--- src/rtl/stpf_pkg.sv ---
package stpf_pkg;

  typedef enum logic [1:0] {
    WALK_ONE  = 2'd0,
    WALK_UP   = 2'd1,
    WALK_DOWN = 2'd2
  } walk_mode_t;

  localparam logic [5:0] PRIMARY_OP = 6'd31;
  localparam logic [9:0] EXTEND_OP  = 10'd246;

  localparam logic [4:0] HINT_ONE   = 5'b00000;
  localparam logic [4:0] HINT_UP    = 5'b00001;
  localparam logic [4:0] HINT_DOWN  = 5'b00011;

endpackage

--- src/rtl/stpf_decode.sv ---
module stpf_decode #(
  parameter int XLEN = 64
) (
  input  logic [31:0]     word,
  input  logic [XLEN-1:0] base_val,
  input  logic [XLEN-1:0] index_val,
  output logic            is_touch,
  output logic [4:0]      hint,
  output logic [XLEN-1:0] eff_addr
);
  import stpf_pkg::*;

  logic [5:0] op_major;
  logic [9:0] op_minor;
  logic [4:0] base_sel;
  logic [XLEN-1:0] base_term;
  logic unused_fields;

  assign op_major = word[31:26];
  assign hint     = word[25:21];
  assign base_sel = word[20:16];
  assign op_minor = word[10:1];
  // Index field and the low bit carry no meaning here: operand value arrives ready.
  assign unused_fields = ^{word[15:11], word[0]};

  assign is_touch  = (op_major == PRIMARY_OP) && (op_minor == EXTEND_OP);
  assign base_term = (base_sel == 5'd0) ? '0 : base_val;
  assign eff_addr  = index_val + base_term;
endmodule

--- src/rtl/stpf_gate.sv ---
module stpf_gate (
  input  logic                  ins_valid,
  input  logic                  is_touch,
  input  logic [4:0]            hint,
  input  logic                  attr_direct_store,
  input  logic                  attr_permitted,
  input  logic                  attr_cache_inhibit,
  input  logic                  attr_guarded,
  output logic                  start,
  output stpf_pkg::walk_mode_t  start_mode
);
  import stpf_pkg::*;

  logic hint_known;
  logic attr_ok;

  always_comb begin
    hint_known = 1'b1;
    start_mode = WALK_ONE;
    unique case (hint)
      HINT_ONE:  start_mode = WALK_ONE;
      HINT_UP:   start_mode = WALK_UP;
      HINT_DOWN: start_mode = WALK_DOWN;
      default:   hint_known = 1'b0;
    endcase
  end

  assign attr_ok = !attr_direct_store && attr_permitted &&
                   !attr_cache_inhibit && !attr_guarded;

  assign start = ins_valid && is_touch && hint_known && attr_ok;
endmodule

--- src/rtl/stpf_walker.sv ---
module stpf_walker #(
  parameter int XLEN        = 64,
  parameter int BLOCK_BYTES = 128,
  parameter int PAGE_BYTES  = 4096
) (
  input  logic                 clk,
  input  logic                 rst,
  input  logic                 start,
  input  stpf_pkg::walk_mode_t start_mode,
  input  logic [XLEN-1:0]      start_addr,
  input  logic                 ready,
  output logic                 valid,
  output logic [XLEN-1:0]      addr,
  output stpf_pkg::walk_mode_t mode
);
  import stpf_pkg::*;

  localparam int BLK_LSB  = $clog2(BLOCK_BYTES);
  localparam int PAGE_LSB = $clog2(PAGE_BYTES);
  localparam logic [XLEN-1:0] BLK_STEP = XLEN'(BLOCK_BYTES);

  logic [XLEN-1:0] aligned;
  logic [PAGE_LSB-BLK_LSB-1:0] slot;
  logic last_block;
  logic fire;

  assign aligned = {start_addr[XLEN-1:BLK_LSB], BLK_LSB'(0)};
  assign slot    = addr[PAGE_LSB-1:BLK_LSB];
  assign fire    = valid && ready;

  always_comb begin
    unique case (mode)
      WALK_UP:   last_block = &slot;
      WALK_DOWN: last_block = ~|slot;
      default:   last_block = 1'b1;
    endcase
  end

  always_ff @(posedge clk) begin
    if (rst) begin
      valid <= 1'b0;
      addr  <= '0;
      mode  <= WALK_ONE;
    end else if (start) begin
      valid <= 1'b1;
      addr  <= aligned;
      mode  <= start_mode;
    end else if (fire) begin
      if (last_block) begin
        valid <= 1'b0;
      end else if (mode == WALK_UP) begin
        addr <= addr + BLK_STEP;
      end else begin
        addr <= addr - BLK_STEP;
      end
    end
  end
endmodule

--- src/rtl/stpf_touch_unit.sv ---
module stpf_touch_unit #(
  parameter int XLEN        = 64,
  parameter int BLOCK_BYTES = 128,
  parameter int PAGE_BYTES  = 4096
) (
  input  logic            clk,
  input  logic            rst,
  input  logic            ins_valid,
  input  logic [31:0]     ins_word,
  input  logic [XLEN-1:0] ra_value,
  input  logic [XLEN-1:0] rb_value,
  output logic [XLEN-1:0] lookup_addr,
  input  logic            attr_direct_store,
  input  logic            attr_permitted,
  input  logic            attr_cache_inhibit,
  input  logic            attr_guarded,
  output logic            req_valid,
  input  logic            req_ready,
  output logic [XLEN-1:0] req_addr,
  output logic            req_excl
);
  import stpf_pkg::*;

  logic            is_touch;
  logic [4:0]      hint;
  logic [XLEN-1:0] eff_addr;
  logic            start;
  walk_mode_t      start_mode;
  walk_mode_t      walk_mode;

  stpf_decode #(.XLEN(XLEN)) u_decode (
    .word      (ins_word),
    .base_val  (ra_value),
    .index_val (rb_value),
    .is_touch  (is_touch),
    .hint      (hint),
    .eff_addr  (eff_addr)
  );

  stpf_gate u_gate (
    .ins_valid          (ins_valid),
    .is_touch           (is_touch),
    .hint               (hint),
    .attr_direct_store  (attr_direct_store),
    .attr_permitted     (attr_permitted),
    .attr_cache_inhibit (attr_cache_inhibit),
    .attr_guarded       (attr_guarded),
    .start              (start),
    .start_mode         (start_mode)
  );

  stpf_walker #(
    .XLEN        (XLEN),
    .BLOCK_BYTES (BLOCK_BYTES),
    .PAGE_BYTES  (PAGE_BYTES)
  ) u_walker (
    .clk        (clk),
    .rst        (rst),
    .start      (start),
    .start_mode (start_mode),
    .start_addr (eff_addr),
    .ready      (req_ready),
    .valid      (req_valid),
    .addr       (req_addr),
    .mode       (walk_mode)
  );

  assign lookup_addr = eff_addr;
  assign req_excl    = 1'b1;
endmodule

--- config.mk ---
export PLATFORM = sky130hd
export DESIGN_NAME = stpf_touch_unit
export DESIGN_NICKNAME = d
export VERILOG_FILES = /design/src/rtl/stpf_pkg.sv /design/src/rtl/stpf_decode.sv /design/src/rtl/stpf_gate.sv /design/src/rtl/stpf_walker.sv /design/src/rtl/stpf_touch_unit.sv
export SDC_FILE = /design/constraint.sdc
export NUM_CORES = 1
export LEC_CHECK = 0
export CORE_UTILIZATION = 35
export CTS_CLUSTER_SIZE = 28
export DETAILED_ROUTE_END_ITERATION = 16
export DONT_BUFFER_PORTS = 1
export SETUP_SLACK_MARGIN = 0.02
export SLEW_MARGIN = 20
export SYNTH_ARGS = -nofsm -noshare
export SYNTH_HDL_FRONTEND = slang
export SYNTH_HIERARCHICAL = 1
export SYNTH_SLANG_ARGS = --single-unit
--- constraint.sdc ---
create_clock -name clk -period 8.4 [get_ports clk]
set_clock_uncertainty 0.1 [all_clocks]
set_input_delay 1.68 -clock clk [delete_from_list [all_inputs] [get_ports clk]]
set_output_delay 1.68 -clock clk [all_outputs]
set_load 0.05 [all_outputs]
# --- Word level (Yosys, flattened, before mapping) ---
# Cells that the tools add are included.
op_classes:
  muxes: 11
  n_reduce_logical: 23
  n_eq_ne: 7
  bitwise: 1
  addsub: 3
ops:
  columns: ["operator", "n"]
  rows:
  - ["two-way mux 64 bit", 5]
  - ["adder 64 bit", 1]
  - ["adder 64 x 8 -> 64 bit, second input constant", 1]
  - ["subtractor 64 x 8 -> 64 bit, second input constant", 1]
  - ["== test 10 x 8 -> 1 bit, second input constant", 1]
  - ["logical NOT 5 bit", 2]
  - ["logical AND 1 bit", 8]
  - ["== test 6 x 5 -> 1 bit, second input constant", 1]
  - ["AND reduction 2 bit", 3]
  - ["== test 5 x 1 -> 1 bit, second input constant", 1]
  - ["== test 5 x 2 -> 1 bit, second input constant", 1]
  - ["AND reduction 5 bit", 1]
  - ["OR reduction 5 bit", 1]
  - ["logical NOT 1 bit", 4]
  - ["two-way mux 1 bit", 4]
  - ["case mux 2 bit (2 select lines)", 1]
  - ["nonzero test 2 bit", 2]
  - ["OR reduction 3 bit", 1]
  - ["== test 2 x 1 -> 1 bit, second input constant", 1]
  - ["== test 2 bit, second input constant", 1]
  - ["!= test 2 bit, second input constant", 1]
  - ["case mux 1 bit (2 select lines)", 1]
  - ["OR reduction 2 bit", 1]
  - ["NOT 1 bit", 1]
word_totals:
  elab_cells: 49
  inputBits: 168
  reg_bits: 67

# --- Depth between registers and ports, before layout ---
depth:
  depth_word: 7
  ltp_mapped: 18
  mapped_depth_nobuf: 16

# --- Modules after synthesis ---
# The synthesis kept the hierarchy.
modules_own_cells:
  columns: ["module", "seq_area_each_um2", "instances", "cells_each", "area_per_inst_um2"]
  rows:
  - ["stpf_walker", 1201.2, 1, 873, 6433.7]
  - ["stpf_decode", 0.0, 1, 658, 4434.3]
  - ["stpf_gate", 0.0, 1, 8, 52.6]
  - ["stpf_touch_unit", 0.0, 1, 2, 11.3]

# --- Worst setup path before layout ---
# OpenSTA, ideal clock, no wires.
synth_path:
  kind: "input to output"
  from: "input port ins_word[16]"
  to: "output port lookup_addr[54]"
  t_arrival_ns: 5.894
  stages: 15
  setup_slack_ns: 0.726
  cell_sequence: "or4_1 -> nor2_1 -> clkbuf_1 -> nor2b_1 -> ha_1 -> fa_1 -> a21o_2 -> nand4_2 -> a31oi_4 -> or2_1 -> a31o_2 -> o31ai_2 -> o21a_1 -> o221ai_1 -> xor2_1"
synth_between:
  elab_chain_len: 3
synth_rtl:
  columns: ["element", "line", "rtl"]
  rows:
  - ["start, declared", "stpf_touch_unit.sv:9", "input logic [31:0] ins_word,"]
  - ["logical NOT 5 bit", "stpf_decode.sv:27", "assign base_term = (base_sel == 5'd0) ? '0 : base_val;"]
  - ["two-way mux 64 bit", "stpf_decode.sv:27", null]
  - ["adder 64 bit", "stpf_decode.sv:28", "assign eff_addr = index_val + base_term;"]
  - ["end, declared", "stpf_touch_unit.sv:12", "output logic [XLEN-1:0] lookup_addr,"]
# Every way passes these cells.

# --- Worst setup path in the final report ---
layout_path:
  from: "input port ins_word[16]"
  to: "output port lookup_addr[41]"
# The elaborated chain is that of the path after synthesis.

==> results by group <==
Final layout
  • Filler Cells Inserted: roughly 3200
  • Final #Nets: between 1500 and 2000
  • Area Overhead vs Synth: 6.47%
  • Most frequent cells in the layout: a21oi_1 (205), nand2_1 (168), ha_1 (126)
  • Fraction of layout instances using a drive strength above 1: roughly 9%
  • Most frequent standard cell in the layout excluding fill and tap cells: a21oi_1
  • Ant. Diodes: 0

Placement
  • Place WS: 0.780 ns
  • Gpl congestion: around 0.95
  • Number of port buffers: 0
  • HPWL after DPL: roughly 30000 µm

Synthesis
  • Warnings from Yosys: 6
  • Post-synthesis sequential area ratio: a little over a tenth
  • Fraction of registers with async set or reset after synthesis: 0%
  • Area fraction of the dominant cell type after synthesis: around 14%
  • Xor and xnor fraction of the mapped netlist area: about 8.5%
  • Cell type with the largest total area after synthesis: ha_1
  • Top flip-flop cell by instance count after synthesis: dfxtp_1
  • Number of synthesized register bits: 60
  • Cell area after synthesis: 10900 µm²
  • Combinational family with the most area after synthesis: compound AO/OA/AOI/OAI gates
  • Count of flip-flops with a built-in enable after synthesis: 0
  • Largest cells by area after synthesis: ha_1 (14%), dfxtp_1 (11%), a21oi_1 (9.4%), nand2_1 (5.8%), xnor2_1 (5.3%)
  • Mux contribution to synthesized area: 0.549%
  • Post-synthesis simple-gate area fraction: about a quarter
  • Mean instance size in the synthesized netlist: between 7 and 8 µm²
  • Post-synthesis instance total: 1541
  • Unique masters post-synth: 95
  • Adder-cell share of the synthesized area: between 10% and 20%
  • Post-synthesis compound-gate area fraction: 33.5%

GRT
  • First-pass GRT wire length: 57800 µm
  • Number of global-route vias before repair: a little over 10000
  • Global router's overall resource usage: around 23%
  • Antenna violations before repair: 0
  • Congestion Overflow GR: 0
  • Maximum number of pins on one net before global-route repair: between 70 and 80

Timing
  • Fmax: about 130 MHz
  • Total negative slack for setup checks: 0 ns
  • Final critical delay including setup and external delays: ~7.7 ns
  • Final critical-path share of the clock period: between 90% and 100%
  • Final Hold Vio Count: 0
  • Worst Slack Setup Final: 0.745 ns
  • Number of endpoints failing setup at the final stage: 0
  • Least-Margin Pin Slew: 1.16 ns
  • Final max-slew violation count: 0
  • Worst slew margin relative to its limit: around 22%
  • Setup repair after global routing missed its margin: no

CTS
  • Clock transition at the registers of the reported paths: approximately 0.06 ns
  • Number of setup buffers added after CTS: 0
  • Clock insertion delay at the later pin of the skew report: 0.34 ns
  • # hold bufs at CTS: 0
  • Num Clock Sinks: 60
  • Number of levels the H-tree was split into: 3
  • Number of resized instances in the post-cts repair step: 0
  • CTS Buf Count: 9
  • Root Buffer Master: clkbuf_16
  • Clock Tree Buf Depth: 2
  • TritonCTS clock tree: built

Worst setup path
  • Register-to-Register Setup Slack: about 3.9 ns
  • Cells along the critical path: or4_1, nor2_4, buf_4, nor2b_1, ha_1, a21oi_1, o21ai_1, a221oi_1, nand2_1, o21ai_1, o21ai_1, a21oi_1, o21ai_1, xor2_1, buf_4
  • Type of the worst setup path: in2out
  • Data required time at the worst endpoint: ~6.6 ns
  • Largest delay share family, worst path: compound AO/OA/AOI/OAI gates
  • Largest fanout on the critical path: between 40 and 50
  • Critical path startpoint category: input port
  • CP endpoint kind: output port
  • Critical Path Max Stage Delay: around 0.64 ns
  • Worst path buffer plus inverter count: 2
  • Crit-path most repeated cell: o21ai_1
  • Cell with the largest stage delay on the worst path: a221oi_1
  • Data arrival time at the worst-slack endpoint: approximately 5.9 ns

Routing
  • Vias per Instance: a little under 6
  • Met3 wire length: 2900 µm
  • Met2 wirelength from detailed routing: about 17000 µm
  • Detailed-routing iteration count for the pre-antenna-repair pass: 5
  • Top layer in use: met4
  • Routed Wire Length: 37800 µm
  • Wire per inst: 19.7 µm
  • Count of nets left with antenna violations after detail routing: 0
  • Via count of the routed design: between 10000 and 15000
  • Met1 WL: 17200 µm
  • Number of violations reported at the end of detailed-routing iteration 0: 974
  • # DRC: 0

Worst hold path
  • Hold Path Class: reg2reg

Power
  • Switching share of power: approximately half
  • Switching Power: 0.734 mW
  • Clock share of power: 27.5%
  • Internal Dissipation: 0.788 mW
  • Combinational group share of total power: between 50% and 60%
  • Total power after layout: between 1.5 and 2 mW
  • Leak: approximately 5.3 nW
  • Worst supply voltage drop on vdd: ~0.087 mV
  • Power Density: 131 nW/µm²
  • Sequential cell fraction of total power: a little under a fifth

Die
  • Initial standard-cell utilization of the core: 35.6%
  • Number of rows in the core area: 64
  • Die height: 179 µm
  • Floorplan Core Area: slightly above 30000 µm²
  • Die ar.: ~32000 µm²
  • Die X-Extent: approximately 180 µm
  • Top Ports: roughly 300

Job
  • Maxcap violations: 0

Outcome
  • Status: finished, final reports clean
-- synthesized netlist by cell type, drive strengths merged, types with 4 or more instances --
library cell / number
o211a: 13
o31ai: 11
a221oi: 5
nand2b: 11
a311oi: 11
a211oi: 17
xnor2: 66
and2: 7
nor3: 24
nor2: 92
clkbuf: 75
a21oi: 208
o21ai: 111
o21bai: 29
nor4: 10
nand3: 25
o21a: 11
a21o: 56
o221ai: 5
a2111oi: 6
o211ai: 11
nand2: 168
xor2: 40
o41ai: 5
ha: 126
or3: 11
a41oi: 4
dfxtp: 60
buf: 32
and3: 13
nand4: 49
or2: 11
mux2i: 6
nor2b: 71
or4: 5
inv: 56
a31oi: 30
-- tightest hold or removal path: cells and delay by family (launching register included) --
family | cells | cell delay (ns)
muxes | 1 | 0.08
and+or+nand+nor | 1 | 0.07
DFF | 1 | 0.35
-- path summary, 6_finish.rpt --
path	endpoint	start	cells past startpoint
setup / recovery	lookup_addr[41]	ins_word[16]	15
hold / removal	u_walker/mode[0]	u_walker/mode[0]	2
setup reg to reg	u_walker/addr[54]	u_walker/mode[1]	14
hold reg to reg	u_walker/mode[0]	u_walker/mode[0]	2
-- routing by layer --
layer	vias to the layer above	GRT usage [%]
met5	-	0
met4	0	5.79
met3	43	4.07
met2	446	36.5
met1	5293	31.6
li1	5575	-
-- metrics by stage --
| step | util [%] | instances | hold WS, ns | instance area [µm²] |
|---|---|---|---|---|
| 2_1_floorplan | - | 1547 | 0.387 | 11000 |
| 3_3_place_gp | 36.9 | 1899 | 0.422 | 11300 |
| 3_5_place_dp | 36.9 | 1899 | 0.425 | 11300 |
| 4_1_cts | 37.9 | 1914 | 0.435 | 11600 |
| 5_1_grt | 37.9 | 1914 | 0.449 | 11600 |
| 6_report | 37.9 | 1914 | 0.433 | 11600 |
-- cells by family (layout without fill, tap and decap cells) --
logic type	after synthesis	count (layout)
AOI/OAI and AO/OA	561	561
xor gates and xnor gates	106	106
adders and majority gates	128	128
buffers and inverters	164	135
DFF	60	60
muxes	6	6
other	2	8
and+or+nand+nor	514	514
-- power groups by stage --
| stage | Clock (mW) | Combinational [mW] | Sequential (mW) |
|---|---|---|---|
| 2_1_floorplan | 0 | 0.592 | 0.291 |
| 3_3_place_gp | 0 | 0.813 | 0.291 |
| 3_5_place_dp | 0 | 0.817 | 0.291 |
| 4_1_cts | 0.426 | 0.819 | 0.285 |
| 5_1_grt | 0.438 | 0.869 | 0.284 |
| 6_report | 0.418 | 0.819 | 0.285 |
-- sequential cells by signal (all words and copies together) (netlist names) --
signal,flops
u_walker/addr,57
u_walker/mode,2
u_walker/valid,1
-- area by class of cell --
type                       instances  area [µm²]  area share (%)
multi-input combinational       1323        8930            76.7
inverter                          56         210            1.81
tap                              396         495            4.26
clock inverter                     4        72.6           0.624
clock buffer                      11         253            2.17
sequential                        60        1200            10.3
timing repair buffer              64         480            4.13
Power figures use the tool's default switching activity.
